## config.mk

```make
export PLATFORM = sky130hd
export DESIGN_NAME = octet_sorter
export DESIGN_NICKNAME = d
export VERILOG_FILES = /design/src/rtl/octet_sorter.sv
export SDC_FILE = /design/constraint.sdc
export NUM_CORES = 1
export LEC_CHECK = 0
export BUFFER_PORTS_ARGS = -buffer_cell sky130_fd_sc_hd__buf_2
export CORE_MARGIN = 2
export CORE_UTILIZATION = 68
export DETAILED_ROUTE_END_ITERATION = 8
export GPL_ROUTABILITY_DRIVEN = 0
export PLACE_DENSITY = 0.88
export SLEW_MARGIN = 10
export SYNTH_ARGS = -nofsm -noshare
export SYNTH_HDL_FRONTEND = slang
export SYNTH_SLANG_ARGS = --single-unit
```

## constraint.sdc

```tcl
create_clock -name clk -period 9.4 [get_ports clk]
set_input_delay 1.88 -clock clk [delete_from_list [all_inputs] [get_ports clk]]
set_output_delay 1.88 -clock clk [all_outputs]
set_load 0.01 [all_outputs]
```

## src/rtl/octet_sorter.sv

```systemverilog
module octet_sorter #(
  parameter int W = 8
) (
  input  logic         clk,
  input  logic         rst,
  input  logic         in_valid,
  input  logic [W-1:0] in_data,
  output logic         out_valid,
  output logic [W-1:0] out_data,
  output logic         out_last,
  output logic         out_queue
);
  localparam int N = 8;
  localparam int STAGES = 3;
  localparam int CW = $clog2(N);

  // Each 24-bit entry holds four compare pairs, two octal digits {lo_idx, hi_idx}; 00 = unused.
  localparam logic [23:0] NET [2*STAGES] = '{
    {6'o67, 6'o45, 6'o23, 6'o01},
    {6'o57, 6'o46, 6'o13, 6'o02},
    {6'o00, 6'o00, 6'o56, 6'o12},
    {6'o37, 6'o26, 6'o15, 6'o04},
    {6'o00, 6'o00, 6'o35, 6'o24},
    {6'o00, 6'o56, 6'o34, 6'o12}
  };

  function automatic logic [N*W-1:0] cas_level(input logic [N*W-1:0] v, input logic [23:0] pr);
    logic [W-1:0] e [N];
    logic [W-1:0] t;
    logic [2:0]   a, b;
    for (int i = 0; i < N; i++) e[i] = v[i*W +: W];
    for (int p = 0; p < 4; p++) begin
      a = pr[p*6+3 +: 3];
      b = pr[p*6 +: 3];
      if (a != b && !(e[a] < e[b])) begin
        t = e[a]; e[a] = e[b]; e[b] = t;
      end
    end
    for (int i = 0; i < N; i++) cas_level[i*W +: W] = e[i];
  endfunction

  logic [N*W-1:0] ld_buf;
  logic [CW-1:0]  ld_cnt;
  logic [N*W-1:0] stg [STAGES+1];
  logic           stv [STAGES+1];
  logic [N*W-1:0] nxt [STAGES];
  logic [N*W-1:0] dr_buf;
  logic [CW-1:0]  dr_cnt;
  logic           dr_act, q_next, q_cur;

  assign stg[0] = ld_buf;

  for (genvar g = 0; g < STAGES; g++) begin : g_stage
    assign nxt[g] = cas_level(cas_level(stg[g], NET[2*g]), NET[2*g+1]);
  end

  always_ff @(posedge clk) begin
    if (rst) begin
      ld_cnt <= '0;
      for (int s = 0; s <= STAGES; s++) stv[s] <= 1'b0;
    end else begin
      stv[0] <= in_valid && (ld_cnt == CW'(N-1));
      for (int s = 1; s <= STAGES; s++) stv[s] <= stv[s-1];
      if (in_valid) ld_cnt <= ld_cnt + 1'b1;
    end
    if (in_valid) ld_buf[ld_cnt*W +: W] <= in_data;
    for (int s = 1; s <= STAGES; s++) stg[s] <= nxt[s-1];
  end

  always_ff @(posedge clk) begin
    if (rst) begin
      dr_act <= 1'b0;
      dr_cnt <= '0;
      q_next <= 1'b0;
      q_cur  <= 1'b0;
    end else if (stv[STAGES]) begin
      dr_buf <= stg[STAGES];
      dr_act <= 1'b1;
      dr_cnt <= '0;
      q_cur  <= q_next;
      q_next <= ~q_next;
    end else if (dr_act) begin
      dr_buf <= dr_buf >> W;
      dr_cnt <= dr_cnt + 1'b1;
      if (dr_cnt == CW'(N-1)) dr_act <= 1'b0;
    end
  end

  assign out_valid = dr_act;
  assign out_data  = dr_buf[W-1:0];
  assign out_last  = dr_act && (dr_cnt == CW'(N-1));
  assign out_queue = q_cur;
endmodule


```

Word level (Yosys, flattened, before mapping)
Memory sizes are Yosys's and may differ from the RTL's.
Index checks and enable logic that the tools add are counted.

storage, ports and cells
  register bits = 329
  bits in writable memories = 4
  bits of input ports = 11
  output and inout port bits = 11
  word-level logic and storage cells = 90
  memories kept = 1

cells by class
  $add $sub $neg = 3
  $lt $le $gt $ge = 19
  equal/unequal tests = 2
  shift-type cells = 2
  mux-type cells = 42
  bitwise operators = 6
  reduce and logical (&&, ||, !) cells = 5

memory list
  memory  depth  bits a word  rd ports  clocked after memory_dff  write ports  line  text
  stv     4      1            4         0                         4            45    logic stv [STAGES+1];

operators with widths
  kind                                                    count
  two-way mux 8 bit                                       20
  less-than comparator 8 bit                              19
  two-way mux 16 bit                                      9
  two-way mux 64 bit                                      2
  bitwise mux 64 bit                                      1
  variable shift 8 x 34 -> 64 bit (first input constant)  1
  variable part select 8 x 34 -> 64 bit                   1
  negation 6 -> 34 bit                                    1
  two-way mux 1 bit                                       10
  adder 3 x 1 -> 3 bit (second input constant)            2
  equality test 3 bit (second input constant)             2
  bitwise OR 1 bit                                        4
  logical AND 1 bit                                       2
  inverter 1 bit                                          2
  AND reduction 2 bit                                     1
  nonzero test 2 bit                                      1
  OR reduction 2 bit                                      1

Longest topological paths before layout
  depth after elaboration = 4
  depth in mapped cells = 18
  mapped depth without buffers = 16

Least setup slack after synthesis
OpenSTA, ideal clock, no wires.

  path type = input port to flip-flop
  start point = in rst
  end point = reg dr_buf[0] (enable)
  setup time = 0.486 ns
  data arrival time = 4.777 ns
  data required time = 8.914 ns
  path slack = 4.137 ns
  stages on the path = 2
  buffers on the path = 1
  path through = clkbuf_1 > nor2_1

on the way
  cells in the longest elaborated chain, start to end = 2

RTL lines
  element                               line  text
  start: declaration                    5     input logic rst,
  inverter 1 bit (no source line)       -
  AND reduction 2 bit (no source line)  -
  end signal: assignment                77    dr_buf <= stg[STAGES];
  end signal: assignment                83    dr_buf <= dr_buf >> W;
  end: declaration                      47    logic [N*W-1:0] dr_buf;

Every way passes these cells.
A chain may end at the register's enable or synchronous reset.

==> reports/results.ini <==
[setup_path]
regToRegEndpoint=stg[166]
rr_startpoint=ld_buf[49]
crit_end=stg[166]
worstPathRequired_ps=9790
worstSetupPathType=reg -> reg
reg2reg_slack_ps=4890
crit_path_start=ld_buf[49]
start_kind=flop
arrival_ps=4900
end_kind=flop
r2r.worst_path.cells=12
path_max_fanout=14

[route]
drt-met1-wl_um=14200
drt-pass1-iter-count=6
vias_per_cell=5.95
vias=10800
met2_length_um=18000
drt-initial-drc-count=849
routed_wl_um=35500
drcViolationCount=0
top_layer_used=met4
routedWlPerCell_um=19.5
wl_met3_um=1750
ant_nets=0

[synthesis]
ys_seq_area_share_pct=48.5
synth_area_mm2=0.0164
ys_async_sr_fraction_pct=0
syn_nets=1609
avgSynthCellArea_um2=11.2
syn_inst=1459
synthFlopType=dfxtp_1
ys_types=66
synth_edf_count=128
synth-warning-count=0
ys_seq_elements=333

[sta]
drv_slew=0
worst_pin_slew_ps=1090
clock.fmax_ghz=0.222
fin_skew_ps=15.1
final-setup-viol-count=0
relSlewSlack_pct=27.5
min_period_ps=4510
rsz0062_at_grt=no
period_share_pct=47.9
setup-tns-final_ps=0
hold_viol_final=0

[floorplan]
die_x_um=159
die_h_um=159
start_util_pct=69.6
core-area_mm2=0.0235
io_pins=22
dieArea_mm2=0.0254
rows=56

[clocking]
clockRootBuffer=clkbuf_16
numCtsBuffers=35
cts_tree=done
postCtsSetupBuffers=0
clkLatencyLatePin_ps=510
cts_sinks=333
clockBufferDepth=3
cts-resized-gates=0
h-tree-depth=2
path_clk_slew_ps=60
cts_hold_buf=0

[placed_design]
portBuffers=21
hpwl_um=26200
postPlaceCellArea_mm2=0.0167

[worst_hold_path]
holdPathStages=0
hold_class=reg -> reg

[run]
cap_violations=0

[power_and_ir_drop]
power.density_mw_per_mm2=252
p_clk_share_pct=29.8
comb_power_share_pct=31.9
leakage_uw=0.00767
seqPwrFrac_pct=38.3
p_sw_uw=1450
swShare_pct=32.3
p_int_uw=3040
peakVddDrop_uv=187

[final_layout]
mostFrequentLayoutCells=dfxtp_1, mux2i_1, inv_1
drive_above_1_share_pct=14.0
post-route-util_pct=75.7
n_antenna_cell=0
layout_commonest_cell=dfxtp_1
final_area_mm2=0.0178
area_delta_synth_final_pct=8.68
nets=1622

[global_route]
grt_remaining_overflow=0
globalRouteTotalUtil_pct=28.1
grt_pass1_wl_um=56700
antenna_found_initial=0
grt_max_degree=72
first_global_vias=11000

[status]
status=finished clean

-- worst min-delay path by stage --
stage,from,endpoint,slack (ps)
final,nxt[63],stg[63],320
after global routing,nxt[0],stg[0],330
after CTS,nxt[63],stg[63],320
after detailed placement,nxt[5],stg[5],310
after global placement,nxt[60],stg[60],310
after floorplan,nxt[0],stg[0],310
-- worst max-delay path, stage by stage (launching register included) --
cell       delay (ps)
edfxtp_1          430
ha_1              330
a2111oi_2         420
or3b_1            210
and2_1            630
mux2i_1           430
ha_1              240
o21ai_0           110
nand2b_1           90
a21oi_1           100
or2_2             330
o21ai_2           670
mux2i_1           400
-- logic make-up after synthesis --
family                   synth area share [%]
multiplexers                             19.2
adder cells (fa/ha/maj)                  10.6
buffers and inverters                    5.18
flip-flops                               48.5
XOR/XNOR                                0.160
AND/OR/NAND/NOR                          8.37
AO/OA/AOI/OAI                            8.06
-- cells in the mapped netlist, types with 3 or more instances --
master | instances | area, µm²
a31oi_1 | 5 | 31.3
ha_1 | 139 | 1740
clkbuf_1 | 28 | 105
and3_1 | 6 | 37.5
a211oi_1 | 5 | 37.5
buf_4 | 11 | 82.6
nand3_1 | 13 | 65.1
mux2_1 | 23 | 259
o21a_1 | 10 | 75.1
edfxtp_1 | 128 | 3840
o21ai_1 | 3 | 15.0
or2_2 | 6 | 37.5
o21ai_0 | 39 | 195
nor3_1 | 7 | 35.0
o21ai_2 | 3 | 26.3
nor2b_1 | 9 | 56.3
a2111oi_0 | 11 | 96.3
nor4_1 | 4 | 25.0
buf_2 | 10 | 50.1
a21oi_1 | 66 | 330
inv_1 | 148 | 556
mux2i_1 | 175 | 1750
nand2b_1 | 21 | 131
nor2_1 | 115 | 432
a2111o_1 | 3 | 33.8
nand2_1 | 64 | 240
a22oi_1 | 4 | 30.0
mux2_2 | 99 | 1110
a21boi_1 | 3 | 22.5
a21o_1 | 8 | 60.1
xnor2_1 | 3 | 26.3
and2_1 | 23 | 144
dfxtp_1 | 205 | 4100
nor3b_1 | 3 | 22.5
nand4_1 | 9 | 56.3
buf_6 | 5 | 56.3
o211ai_1 | 3 | 22.5
and4_1 | 5 | 43.8
-- sequential cells by signal, indices dropped and copies added, names as in the netlist --
name       count
stv            4
ld_cnt         3
ld_buf        64
out_valid      1
dr_buf        64
stg          176
nxt           16
dr_cnt         3
out_queue      1
q_next         1
-- power groups by stage --
stage | clock network (µW) | registers [µW] | logic, µW
floorplan | 0 | 1710 | 1190
global placement | 0 | 1740 | 1320
detailed placement | 0 | 1750 | 1390
CTS | 1360 | 1720 | 1410
global route | 1410 | 1730 | 1550
finish | 1340 | 1720 | 1430
-- routing by layer --
metal  vias to the layer above  global-route usage [%]
met3                       106                    3.65
met1                      5133                    33.1
li1                       5194                       -
met4                         0                    12.6
met5                         -                       0
met2                       384                    51.3
-- layout make-up --
cell class	count	area, µm²
clock buffers	45	996
clock inverters	18	141
well taps	319	399
inverters	148	556
flip-flops and latches	333	7950
repair buffers	30	173
fillers	1479	5720
multi-input cells	924	7610
-- through the flow --
stage / total power (µW) / worst slack [ps] / instances / hold slack [ps]
2_1_floorplan: 2900 / 4140 / 1459 / 310
3_3_place_gp: 3060 / 5070 / 1754 / 311
3_5_place_dp: 3130 / 4950 / 1754 / 312
4_1_cts: 4480 / 4930 / 1817 / 322
5_1_grt: 4690 / 4620 / 1817 / 333
6_report: 4490 / 4890 / 1817 / 324
No activity file was read; power rests on OpenSTA's default activity.
